--- config.mk ---
export PLATFORM = sky130hd
export DESIGN_NAME = sar_adc_ctrl
export DESIGN_NICKNAME = d
export VERILOG_FILES = /design/src/rtl/sar_pkg.sv /design/src/rtl/sar_regs.sv /design/src/rtl/sar_seq.sv /design/src/rtl/sar_adc_ctrl.sv
export SDC_FILE = /design/constraint.sdc
export NUM_CORES = 1
export LEC_CHECK = 0
export BUFFER_PORTS_ARGS = -buffer_cell sky130_fd_sc_hd__buf_4
export CAP_MARGIN = 10
export CORE_MARGIN = 1.5
export CORE_UTILIZATION = 45
export DETAILED_ROUTE_END_ITERATION = 12
export GPL_ROUTABILITY_DRIVEN = 0
export PLACE_DENSITY = 0.67
export SLEW_MARGIN = 40
export SYNTH_ARGS = -nofsm -noshare
export SYNTH_HDL_FRONTEND = slang
export SYNTH_SLANG_ARGS = --single-unit
--- constraint.sdc ---
create_clock -name clk -period 3.8 [get_ports clk]
set_clock_uncertainty 0.15 [all_clocks]
set_input_delay 0.38 -clock clk [delete_from_list [all_inputs] [get_ports clk]]
set_output_delay 0.38 -clock clk [all_outputs]
set_load 0.01 [all_outputs]
--- src/rtl/sar_pkg.sv ---
package sar_pkg;
  localparam int RES_W = 8;
  localparam int CH_W  = 3;
  localparam int NPIN  = 1 << CH_W;
  localparam int REG_W = 8;
  localparam int ADR_W = 2;

  localparam logic [ADR_W-1:0] ADR_CTRL = 2'd0;
  localparam logic [ADR_W-1:0] ADR_AEN  = 2'd1;
  localparam logic [ADR_W-1:0] ADR_RES  = 2'd2;
  localparam logic [ADR_W-1:0] ADR_FLAG = 2'd3;

  localparam int B_EN    = 3;
  localparam int B_EXT   = 4;
  localparam int B_START = 5;
  localparam int B_DONE  = 6;
  localparam int B_IRQ   = 0;
  localparam int B_ERR   = 1;

  typedef enum logic [1:0] {SQ_IDLE, SQ_SAMPLE, SQ_STEP} sq_state_e;

  function automatic logic [RES_W-1:0] sar_trial(input logic [RES_W-1:0] sar,
                                                 input logic [RES_W-1:0] mask);
    return sar | mask;
  endfunction

  function automatic logic [RES_W-1:0] sar_keep(input logic [RES_W-1:0] sar,
                                                input logic [RES_W-1:0] mask,
                                                input logic             cmp);
    return cmp ? (sar | mask) : sar;
  endfunction
endpackage

--- src/rtl/sar_regs.sv ---
module sar_regs
  import sar_pkg::*;
(
  input  logic             clk,
  input  logic             rst_n,
  input  logic             wr_en,
  input  logic [ADR_W-1:0] wr_addr,
  input  logic [REG_W-1:0] wr_data,
  input  logic [ADR_W-1:0] rd_addr,
  output logic [REG_W-1:0] rd_data,
  input  logic             done,
  input  logic [RES_W-1:0] result,
  input  logic             done_pulse,
  input  logic             err_pulse,
  output logic [CH_W-1:0]  chan,
  output logic             conv_en,
  output logic             ext_ref,
  output logic             start_q,
  output logic [NPIN-1:0]  aen,
  output logic             irq_q,
  output logic             err_q
);
  logic wr_ctrl, wr_aen, wr_flag;
  logic irq_clr, err_clr;

  assign wr_ctrl = wr_en && (wr_addr == ADR_CTRL);
  assign wr_aen  = wr_en && (wr_addr == ADR_AEN);
  assign wr_flag = wr_en && (wr_addr == ADR_FLAG);
  assign irq_clr = wr_flag && !wr_data[B_IRQ];
  assign err_clr = wr_flag && !wr_data[B_ERR];

  always_ff @(posedge clk or negedge rst_n) begin
    if (!rst_n) begin
      chan    <= '0;
      conv_en <= 1'b0;
      ext_ref <= 1'b0;
      start_q <= 1'b0;
      aen     <= '0;
      irq_q   <= 1'b0;
      err_q   <= 1'b0;
    end else begin
      start_q <= wr_ctrl && wr_data[B_START];
      if (wr_ctrl) begin
        chan    <= wr_data[CH_W-1:0];
        conv_en <= wr_data[B_EN];
        ext_ref <= wr_data[B_EXT];
      end
      if (wr_aen) aen <= wr_data[NPIN-1:0];
      irq_q <= done_pulse || (irq_q && !irq_clr);
      err_q <= err_pulse  || (err_q && !err_clr);
    end
  end

  always_comb begin
    rd_data = '0;
    case (rd_addr)
      ADR_CTRL: begin
        rd_data[CH_W-1:0] = chan;
        rd_data[B_EN]     = conv_en;
        rd_data[B_EXT]    = ext_ref;
        rd_data[B_START]  = start_q;
        rd_data[B_DONE]   = done;
      end
      ADR_AEN:  rd_data[NPIN-1:0] = aen;
      ADR_RES:  rd_data[RES_W-1:0] = result;
      default: begin
        rd_data[B_IRQ] = irq_q;
        rd_data[B_ERR] = err_q;
      end
    endcase
  end
endmodule

--- src/rtl/sar_seq.sv ---
module sar_seq
  import sar_pkg::*;
#(
  parameter int SAMPLE_CYC = 8,
  parameter int SETTLE_CYC = 2
) (
  input  logic             clk,
  input  logic             rst_n,
  input  logic             start_q,
  input  logic             conv_en,
  input  logic [CH_W-1:0]  chan_in,
  input  logic             cmp_in,
  output logic [CH_W-1:0]  mux_sel,
  output logic [RES_W-1:0] trial_code,
  output logic             busy,
  output logic             done,
  output logic [RES_W-1:0] result,
  output logic             start_fire,
  output logic             step_decide,
  output logic             done_pulse
);
  localparam int CNT_W = (SAMPLE_CYC > 1) ? $clog2(SAMPLE_CYC) : 1;
  localparam int SUB_W = (SETTLE_CYC > 1) ? $clog2(SETTLE_CYC) : 1;
  localparam logic [CNT_W-1:0] CNT_LAST = CNT_W'(SAMPLE_CYC - 1);
  localparam logic [SUB_W-1:0] SUB_LAST = SUB_W'(SETTLE_CYC - 1);
  localparam logic [RES_W-1:0] MSB_MASK = {1'b1, {(RES_W-1){1'b0}}};

  sq_state_e        state;
  logic [CNT_W-1:0] cnt;
  logic [SUB_W-1:0] sub;
  logic [RES_W-1:0] mask, sar;
  logic [RES_W-1:0] sar_next;

  assign busy        = (state != SQ_IDLE);
  assign start_fire  = start_q && conv_en && (state == SQ_IDLE);
  assign step_decide = (state == SQ_STEP) && (sub == SUB_LAST);
  assign done_pulse  = step_decide && mask[0];
  assign sar_next    = sar_keep(sar, mask, cmp_in);
  assign trial_code  = (state == SQ_STEP) ? sar_trial(sar, mask) : '0;

  always_ff @(posedge clk or negedge rst_n) begin
    if (!rst_n) begin
      state   <= SQ_IDLE;
      cnt     <= '0;
      sub     <= '0;
      mask    <= '0;
      sar     <= '0;
      result  <= '0;
      done    <= 1'b0;
      mux_sel <= '0;
    end else begin
      case (state)
        SQ_IDLE: if (start_fire) begin
          state   <= SQ_SAMPLE;
          cnt     <= '0;
          sar     <= '0;
          mask    <= '0;
          done    <= 1'b0;
          mux_sel <= chan_in;
        end
        SQ_SAMPLE: if (cnt == CNT_LAST) begin
          state <= SQ_STEP;
          sub   <= '0;
          mask  <= MSB_MASK;
        end else begin
          cnt <= cnt + 1'b1;
        end
        SQ_STEP: if (step_decide) begin
          sar  <= sar_next;
          mask <= mask >> 1;
          sub  <= '0;
          if (mask[0]) begin
            state  <= SQ_IDLE;
            result <= sar_next;
            done   <= 1'b1;
          end
        end else begin
          sub <= sub + 1'b1;
        end
        default: state <= SQ_IDLE;
      endcase
    end
  end
endmodule

--- src/rtl/sar_adc_ctrl.sv ---
module sar_adc_ctrl
  import sar_pkg::*;
#(
  parameter int SAMPLE_CYC = 8,
  parameter int SETTLE_CYC = 2
) (
  input  logic             clk,
  input  logic             rst_n,
  input  logic             wr_en,
  input  logic [ADR_W-1:0] wr_addr,
  input  logic [REG_W-1:0] wr_data,
  input  logic [ADR_W-1:0] rd_addr,
  output logic [REG_W-1:0] rd_data,
  input  logic             cmp_in,
  output logic [CH_W-1:0]  mux_sel,
  output logic [RES_W-1:0] trial_code,
  output logic [NPIN-1:0]  ana_en,
  output logic             ref_ext,
  output logic             adc_on,
  output logic             irq
);
  logic [CH_W-1:0]  chan;
  logic             conv_en, ext_ref, start_q;
  logic [NPIN-1:0]  aen;
  logic             irq_q, err_q;
  logic             busy, done;
  logic [RES_W-1:0] result;
  logic             start_fire, step_decide, done_pulse, err_pulse;

  assign err_pulse = start_fire && ext_ref && aen[0] && (chan == '0);
  assign ana_en    = aen;
  assign ref_ext   = ext_ref;
  assign adc_on    = conv_en;
  assign irq       = irq_q;

  sar_regs u_regs (
    .clk, .rst_n, .wr_en, .wr_addr, .wr_data, .rd_addr, .rd_data,
    .done, .result, .done_pulse, .err_pulse,
    .chan, .conv_en, .ext_ref, .start_q, .aen, .irq_q, .err_q
  );

  sar_seq #(.SAMPLE_CYC(SAMPLE_CYC), .SETTLE_CYC(SETTLE_CYC)) u_seq (
    .clk, .rst_n, .start_q, .conv_en, .chan_in(chan), .cmp_in,
    .mux_sel, .trial_code, .busy, .done, .result,
    .start_fire, .step_decide, .done_pulse
  );
endmodule

======== Word-level counts from Yosys, hierarchy flattened ========
Cells that the tools add are included.
Widths: inputs -> output; s select.
cells by class
  add/sub/neg operators ................... 2
  equal/unequal tests ..................... 12
  multiplexer cells ....................... 26
  bitwise gates (word level) .............. 1
  reductions and logical operators ........ 37
operators with widths
  cell                 count
  $mux 8               6
  $pmux 8 s3           1
  $pmux 8 s2           1
  $logic_and 1x1->1    15
  $pmux 5 s3           1
  $pmux 2 s3           2
  $reduce_and 4->1     3
  $reduce_and 3->1     3
  $mux 2               4
  $or 8x8->8           1
  $eq 2x1->1 const B   3
  $eq 2x2->1 const B   3
  $logic_not 2->1      3
  $mux 3               2
  $ne 2x1->1 const B   3
  $pmux 1 s2           3
  $pmux 3 s2           1
  $reduce_bool 2->1    3
  $mux 1               5
  $logic_not 1->1      4
  $ne 2x2->1 const B   2
  $reduce_and 2->1     2
  $add 3x1->3 const B  1
  $eq 3x3->1 const B   1
  other kinds (4)      5
storage, ports and cells
  register bits ........................... 50
  bits of input ports ..................... 16
  output and inout port bits .............. 30
  word-level logic and storage cells ...... 93

======== Longest topological paths before layout ========
Gate-level depths: netlist (run 1).
  word-level depth ........................ 6
  mapped depth ............................ 5
  depth with buffers taken out ............ 5

======== By module ========
From an unflattened synthesis (run 1), not the netlist that was laid out.
second synthesis, totals
  cell total of the unflattened synthesis .. 204
  area total of the unflattened synthesis .. 2329.7 sq um
by module, submodules not included
  module        times used  cells an instance  area an instance (sq um)
  sar_seq       1           139                1500.2
  sar_regs      1           63                 814.5
  sar_adc_ctrl  1           2                  15.0

======== Least setup slack after synthesis (run 1) ========
OpenSTA, ideal clock, no wires.
  path kind ............................... input port to output port
  start ................................... input rd_addr[0]
  end ..................................... output rd_data[1]
  arrival ................................. 1.209 ns
  data required time ...................... 3.270 ns
  path slack .............................. 2.061 ns
  stages on the path ...................... 5
  cell sequence ........................... inv_1 > ha_1 > clkbuf_1 > a222oi_1 > mux2i_1
on the way
  longest elaborated chain between the ends .. 2
  elaborated cells on any way between the ends .. 4
  those cells by class .................... eq/ne: 2; mux: 1; reduce/logical: 1
ends and longest elaborated chain
  element                                   line                RTL
  start, declared                           sar_adc_ctrl.sv:12  input logic [ADR_W-1:0] rd_addr,
  $eq 2x2->1, or another cell as far along  sar_regs.sv:56      case (rd_addr)
  $pmux 2 s3 *                              sar_regs.sv:56
  end, declared                             sar_adc_ctrl.sv:13  output logic [REG_W-1:0] rd_data,
Every way passes the cells marked *; elsewhere a longest branch is shown, timed or not.

======== Worst setup path in the final report (run 1) ========
  start ................................... register u_seq.state[1]
  end ..................................... output trial_code[1]
on the way
  longest elaborated chain between the ends .. 2
ends and longest elaborated chain
  element                 line                RTL
  start, declared         sar_seq.sv:28       sq_state_e state;
  start signal, assigned  sar_seq.sv:43       state <= SQ_IDLE;
  start signal, assigned  sar_seq.sv:54       state <= SQ_SAMPLE;
  start signal, assigned  sar_seq.sv:62       state <= SQ_STEP;
  $eq 2x2->1              sar_seq.sv:39       assign trial_code = (state == SQ_STEP) ? sar_trial(sar, mask) : '0;
  $mux 8                  sar_seq.sv:39
  end, declared           sar_adc_ctrl.sv:16  output logic [RES_W-1:0] trial_code,
Every way passes these cells.

==> summary.md, run 1 <==
| Metric | Value |
|---|---|
| # DRC | 0 |
| Tcrit/Tclk final | between 50% and 60% |
| Clk pwr share | a little over a quarter |
| Worst Path Max Fanout | 12 |
| Crit path required time | 3.27 ns |
| DRT antenna net count | 0 |
| Reg clk slew, reported paths | approximately 0.080 ns |
| Largest net degree at the start of global routing | approximately 50 |
| CP endpoint kind | output port |
| Number of global-route vias before repair | 1594 |
| F_max | slightly below 0.5 GHz |
| Cell Rows | 25 |
| Switching share of power | between 20% and 30% |
| CTS Sinks | 50 |
| Reg2reg path depth | 2 |
| Cell variety after synth | 36 |
| Fin. max-slew vios | 0 |
| CTS tree | yes |
| IO Port Bufs | 45 |
| Total gr overflow | 0 |
| Worst setup SP type | register |
| HP Class | in -> reg |
| Core Box Area | just under 5000 µm² |
| Syn Nets | 230 |
| Sw Pwr | a little over 0.0004 W |
| Yosys warning total | 0 |
| Post-synthesis simple-gate area fraction | between 10 and 15% |
| Synth top area cells | dfrtp_1 54%, mux2_2 6.8%, a22o_1 4.9% |
| Most frequent cells in the layout | 50 x dfrtp_1, 45 x buf_4, 24 x nor2_1 |
| Setup_tns | 0 ns |
| Synthesized area per cell | roughly 11 µm² |
| Final nets | about 270 |
| Area leader, netlist | dfrtp_1 |
| Max Cap Viol | 0 |
| Hold wc startpoint | wr_data[5] |
| Max Root-Sink Buffers | 2 |
| Reg-to-reg startpoint | u_seq.state[1] |
| Adder-Cell Fraction of Synth Area | under 10% |
| R2r endpoint | u_seq.sar[5] |
| H-tree levels | 2 |
| Sequential share of power | about half |
| Outcome | finished, final reports clean |
| Pwr per Cell Area | 503 nW/µm² |
| DR pass1 iterations | 5 |
| Crit-path leading delay family | flip-flops |
| Starting Density | about 48% |
| Crit Path Class | reg -> out |
| P_int | roughly 0.001 W |
| Die area | roughly 5600 µm² |
| Worst Path Arrival | 1.48 ns |
| Setup repair bufs after CTS | 0 |
| CTS root buf | clkbuf_8 |
| CTS Buf Count | 5 |
| Top Ports | 46 |
| Post-cts sizing count | 0 |
| Layout cells sized above 1 | 28.5% |
| Final-report setup violation count | 0 |
| Fillers | roughly 430 |
| WL/cell | 15.9 µm |
| Peak supply drop | around 360 µV |
| Post-Syn Area | 2310 µm² |
| Worst Setup EP | trial_code[1] |
| Post-detail-place hpwl | 3.60 mm |
| Compound-cell area share of the yosys netlist | ~15% |
| Sequential share of the synthesized area | between 50% and 60% |
| Critical Path Source | u_seq.state[1] |
| Slowest stage delay, CP | between 0.5 and 0.6 ns |
| Die width | 74.7 µm |
| Top-area cell type share of the netlist area | between 50% and 60% |
| Global-route wire length before repair | roughly 8 mm |
| Area growth syn-to-layout | 20.6% |
| CP Depth | 3 |
| Leak Pwr | 1.37 nW |
| Fraction of synthesized area in multiplexers | 8.98% |
| Most common cell after layout, fill and taps aside | dfrtp_1 |
| Initial antenna violation count | 0 |
| RSZ-0062 raised after global routing | false |
| Slew headroom | a little under three fifths |
| Crit-path cells | nand2b_1, nor2_1, buf_4 |
| Via Count | 1735 |
| Die span in y | about 75 µm |
| Syn Inst Count | approximately 210 |
| CP Buf/Inv Count | 1 |
| Final Hold Fails | 0 |
| Gr usage total | 19.6% |
| Final Critical Period | 2.01 ns |
| Synth Area in XOR/XNOR | 0% |
| Post-Route WL | 5.01 mm |
| Least-Margin Pin Slew | ~0.65 ns |
| Diodes inserted | 0 |
| Synthesized flop and latch total | 50 |
| Reg2reg setup slack | between 1.5 and 2 ns |
| Gate power share | between 20% and 30% |
| Fin util | between 50% and 60% |
| Slowest-stage cell, CP | dfrtp_1 |
| Worst skew pair latency | 0.30 ns |
| Vias per cell | 5.49 |
| DRT iter0 DRCs | approximately 150 |
| Main combinational cell family by area after synthesis | compound AO/OA/AOI/OAI gates |
cells in the mapped netlist:
cell,instances
nor3_1,1
and3b_1,1
nor3b_2,2
nand4b_2,1
nand4bb_1,1
dfrtp_1,50
nor2b_1,3
and2_1,2
nor2_1,24
o21ai_0,11
mux2i_1,5
and4bb_2,1
o22a_1,1
o22ai_1,1
buf_2,4
buf_4,1
a32o_1,1
a222oi_1,7
nor2_2,1
nand3_1,2
o2bb2ai_1,3
nor4b_1,1
a22oi_1,1
ha_1,6
nand2b_1,1
inv_1,7
clkbuf_1,4
a21o_1,2
nand3b_1,1
a22o_1,13
and3_1,1
a21oi_1,9
buf_6,2
nand2_1,22
buf_1,1
mux2_2,14
stage by stage:
step	worst slack (ns)	cell area, µm²	cells	hold WS (ns)	power [W]
after CTS	1.75	2790	316	0.143	0.00142
after detailed placement	1.84	2670	308	0.289	0.00104
after floorplan	2.06	2310	208	-0.0656	0.000899
after global routing	1.64	2790	316	0.149	0.00148
after global placement	1.87	2670	308	0.294	0.00103
final	1.79	2790	316	0.149	0.00140
timing repair:
item,4_1_cts,5_1_grt
endpoints found under the setup margin,0,0
endpoints found under the hold margin,50,0
hold buffers,1,0
kinds of logic after synthesis:
kind of cell	count (synthesis)
buffers and inverters	19
AO/OA/AOI/OAI	49
AND/OR/NAND/NOR	65
multiplexers	19
flip-flops	50
adder cells (fa/ha/maj)	6
power by group through the flow:
stage / Clock, W / Sequential (W) / Combinational, W
final: 0.000374 / 0.000693 / 0.000335
after global routing: 0.000404 / 0.000705 / 0.000371
after CTS: 0.000384 / 0.000692 / 0.000341
after detailed placement: 0 / 0.000701 / 0.000340
after global placement: 0 / 0.000701 / 0.000333
after floorplan: 0 / 0.000687 / 0.000213
state kept, by name, summed over array words and instances, names as in the netlist:
name and count:
u_regs.chan 3, u_seq.cnt 3, u_seq.mask 8, u_regs.aen 8, u_seq.sub 1, u_seq.done 1, u_seq.sar 8, u_regs.irq_q 1
u_seq.result 8, u_regs.err_q 1, u_regs.start_q 1, u_regs.ext_ref 1, u_regs.conv_en 1, u_seq.state 2, u_seq.mux_sel 3
layer usage:
metal	part of all wire (%)	wire, µm	track usage [%]
met5	0	0	0
met4	1.3	64	6.67
met3	4.3	217	4.28
met2	48	2400	29.8
met1	46	2330	27.9
worst min-delay path by stage:
stage / to / cells after the start
floorplan: u_regs.aen[0] / 0
global placement: u_seq.cnt[1] / 1
detailed placement: u_seq.cnt[2] / 1
CTS: u_regs.start_q / 2
global route: u_regs.start_q / 2
finish: u_regs.start_q / 2
worst reg2reg max path: stages (launching register included):
cell,delay (ns)
dfrtp_1,0.52
nand4bb_1,0.67
a22o_1,0.44
layout make-up:
cell class	count	area, µm²	area share (%)
repair buffers	46	348	12.5
multi-input cells	139	967	34.7
clock buffers	6	82.6	2.96
inverters	7	26.3	0.942
flip-flops and latches	50	1250	44.9
well taps	67	83.8	3.01
clock inverters	1	30.0	1.08
Note: power is estimated with default switching activity, not from simulation.
==> inputs of run 2 (changes only) <==
--- a/config.mk
+++ b/config.mk
@@ -5,13 +5,14 @@
 export SDC_FILE = /design/constraint.sdc
 export NUM_CORES = 1
 export LEC_CHECK = 0
+export ABC_AREA = 1
 export BUFFER_PORTS_ARGS = -buffer_cell sky130_fd_sc_hd__buf_4
 export CAP_MARGIN = 10
 export CORE_MARGIN = 1.5
 export CORE_UTILIZATION = 45
 export DETAILED_ROUTE_END_ITERATION = 12
 export GPL_ROUTABILITY_DRIVEN = 0
-export PLACE_DENSITY = 0.67
+export PLACE_DENSITY = 0.69
 export SLEW_MARGIN = 40
 export SYNTH_ARGS = -nofsm -noshare
 export SYNTH_HDL_FRONTEND = slang
==> constraint.sdc (replaced) <==
create_clock -name clk -period 1.7 [get_ports clk]
set_clock_uncertainty 0.15 [all_clocks]
set_input_delay 0.17 -clock clk [delete_from_list [all_inputs] [get_ports clk]]
set_output_delay 0.17 -clock clk [all_outputs]
set_load 0.01 [all_outputs]
==> summary.md, run 2 <==
| Metric | Value |
|---|---|
| Reg-to-reg startpoint | u_seq.cnt[0] |
| Async S/R FF share, synth | 100% (unchanged) |
| CTS Sinks | 50 (unchanged) |
| GR Util met1 | 25.1% (-2.8 points) |
| Reg2reg path depth | 7 (+5) |
| Max Root-Sink Buffers | 2 (unchanged) |
| Clk pwr share | 26.4% (-0.3 points) |
| Slowest stage delay, CP | 0.40 ns (-0.18 ns) |
| Yosys warning total | 0 (unchanged) |
| CTS Buf Count | 5 (unchanged) |
| Crit-path leading delay family | flip-flops |
| CP endpoint kind | output port |
| CTS root buf | clkbuf_8 |
| Die width | 77.0 µm (+3.0%) |
| Worst setup SP type | register |
| Core Box Area | 5200 µm² (+7.4%) |
| Critical Path Source | u_seq.state[0] |
| Met3 Use GR | 2.86% (-1.4 points) |
| Via Count | 2183 (+26%) |
| F_max | 0.621 GHz |
| Sequential share of the synthesized area | 50.8% (-3.2 points) |
| Top-area cell type share of the netlist area | 50.8% (-3.2 points) |
| DRT antenna net count | 0 (unchanged) |
| Starting Density | 47.3% (-0.43 points) |
| Synth top area cells | dfrtp_1 51%, nand2_1 17%, inv_1 6.1% |
| Setup repair bufs after CTS | 0 (unchanged) |
| DR pass1 iterations | 4 (-1) |
| Synth top cells by count | 113 x nand2_1, 50 x dfrtp_1, 40 x inv_1, 27 x o21ai_0, 20 x nand3_1 |
| Post-Route WL | 5.47 mm (+9.1%) |
| Final nets | 391 (+44%) |
| Area growth syn-to-layout | 24.0% |
| Synthesized flop and latch total | 50 (unchanged) |
| Die area | 5920 µm² (+6.1%) |
| Synthesized area per cell | 7.79 µm² (-30%) |
| Grt met2 use | 33.2% (+3.4 points) |
| Global-route wire length before repair | 9.14 mm (+14%) |
| Most numerous cell in the Yosys netlist | nand2_1 |
| Hold EP | u_regs.aen[2] |
| Post-Syn Area | 2460 µm² (+6.4%) |
| Top FF cell, synth | dfrtp_1 |
| Crit path required time | 1.38 ns (-1.89 ns) |
| Cell Rows | 26 (+4.0%) |
| H-tree levels | 2 (unchanged) |
| Leak Pwr | 1.59 nW (+16%) |
| Most common cell after layout, fill and taps aside | nand2_1 |
| DRT iter0 DRCs | 94 (-38%) |
| Setup_tns | 0 ns (unchanged) |
| Tcrit/Tclk final | between 90% and 100% |
| Gate power share | 27.2% (+3.3 points) |
| Pwr per Cell Area | 1020 nW/µm² (+100%) |
| Worst skew pair latency | 0.30 ns (about the same) |
| CTS tree | yes |
| GRT busiest layer | met2 |
| Gr usage total | 19.3% (-0.22 points) |
| Peak supply drop | 803 µV (+120%) |
| Max Cap Viol | 0 (unchanged) |
| CP Buf/Inv Count | 2 (+1) |
| Die span in y | 77.0 µm (+3.0%) |
| P_int | 0.00208 W (+110%) |
| Slew headroom | 57.6% (+1.5 points) |
| RSZ-0062 raised after global routing | false |
| Post-synth EDFFs | 0 (unchanged) |
| Reg2reg setup slack | 0.18 ns (-1.72 ns) |
| Syn Nets | 338 (+47%) |
| Hold wc startpoint | wr_data[2] |
| Tot Pwr | 0.00311 W (+120%) |
| Crit Path Class | reg -> out |
| Total gr overflow | 0 (unchanged) |
| Syn Inst Count | 316 (+52%) |
| Fin. max-slew vios | 0 (unchanged) |
| Number of global-route vias before repair | 2026 (+27%) |
| Worst Hold Depth | 3 (+1) |
| Diodes inserted | 0 (unchanged) |
| Cell variety after synth | 22 (-39%) |
| Area leader, netlist | dfrtp_1 |
| Inst Count DP | 424 (+38%) |
| Largest net degree at the start of global routing | 51 (unchanged) |
| Fin cells | 440 (+39%) |
| Final-report setup violation count | 0 (unchanged) |
| Reg clk slew, reported paths | 0.09 ns (about the same) |
| HP Class | in -> reg |
| Worst Path Max Fanout | 17 (+5) |
| Slowest-stage cell, CP | dfrtp_1 |
| Top Ports | 46 (unchanged) |
| # DRC | 0 (unchanged) |
| Sw Pwr | 0.00102 W (+150%) |
| Post-detail-place hpwl | 3.87 mm (+7.4%) |
| Worst Path Arrival | 1.29 ns (-0.19 ns) |
| Sequential share of power | 46.4% (-3.1 points) |
| Final Hold Fails | 0 (unchanged) |
| Crit-path cells | inv_2, nand2_4, a21oi_1, buf_4 |
| Switching share of power | 33.0% (+4.2 points) |
| Final Critical Period | ~1.6 ns |
| IO Port Bufs | 45 (unchanged) |
| Outcome | finished, final reports clean |
| Least-Margin Pin Slew | 0.635 ns (-0.0181 ns) |
| Vias per cell | 4.96 (-9.6%) |
| Most frequent cells in the layout | 113 x nand2_1, 48 x dfrtp_1, 47 x buf_4 |
| WL/cell | 12.4 µm (-22%) |
| R2r endpoint | u_seq.mask[3] |
| Layout cells sized above 1 | 17.8% (-11 points) |
| Initial antenna violation count | 0 (unchanged) |
-- run 2: metal layers --
layer / share of wire [%] / wire (µm)
met2: 49 / 2660
met5: 0 / 0
met3: 3.0 / 163
met1: 47 / 2580
met4: 1.2 / 63
-- run 2: cells by family after synthesis --
kind of cell	share of synthesized area [%]
compound gates	9.56
flops	50.8
simple gates	28.6
buf+inv	7.93
fa+ha+maj	3.05
-- run 2: final cells by class --
cell class	count	area, µm²
clock inverters	3	40.0
flip-flops and latches	50	1250
fillers	498	2150
inverters	41	154
multi-input cells	216	1010
repair buffers	55	433
clock buffers	5	68.8
well taps	70	87.6
-- run 2: per-stage QoR --
step           util (%)  cell area [µm²]  hold slack [ns]  setup WS, ns
5_1_grt            58.6             3050           0.0440        0.0234
3_3_place_gp       55.0             2860           0.0814         0.238
4_1_cts            58.6             3050           0.0209        0.0167
3_5_place_dp       55.0             2860           0.0850         0.189
6_report           58.6             3050           0.0164        0.0895
2_1_floorplan         -             2460           -0.276         0.306
-- run 2: worst register-to-register path: cells and delay by family, from the launching register on --
family,cells,cell delay [ns]
and+or+nand+nor,5,0.49
DFF,1,0.41
adders and majority gates,2,0.40
-- run 2: power groups by stage --
stage	clock (W)	sequential [W]	combinational (W)
3_3_place_gp	0	0.00146	0.000820
5_1_grt	0.000888	0.00146	0.000947
3_5_place_dp	0	0.00147	0.000829
6_report	0.000820	0.00144	0.000846
4_1_cts	0.000837	0.00144	0.000850
2_1_floorplan	0	0.00148	0.000491
-- run 2: worst max path at each step --
stage / to / cells past startpoint / slack, ns
4_1_cts: trial_code[0] / 3 / 0.02
6_report: trial_code[0] / 4 / 0.09
3_5_place_dp: u_seq.mask[1] / 7 / 0.19
2_1_floorplan: u_seq.mask[0] / 7 / 0.31
5_1_grt: trial_code[0] / 4 / 0.02
3_3_place_gp: u_seq.mask[0] / 7 / 0.24
-- run 2: repair_timing --
action / CTS / global route
hold endpoints to repair: 58 / 0
endpoints found under the setup margin: 0 / 8
resized for setup: 0 / 2
hold buffers: 8 / 0
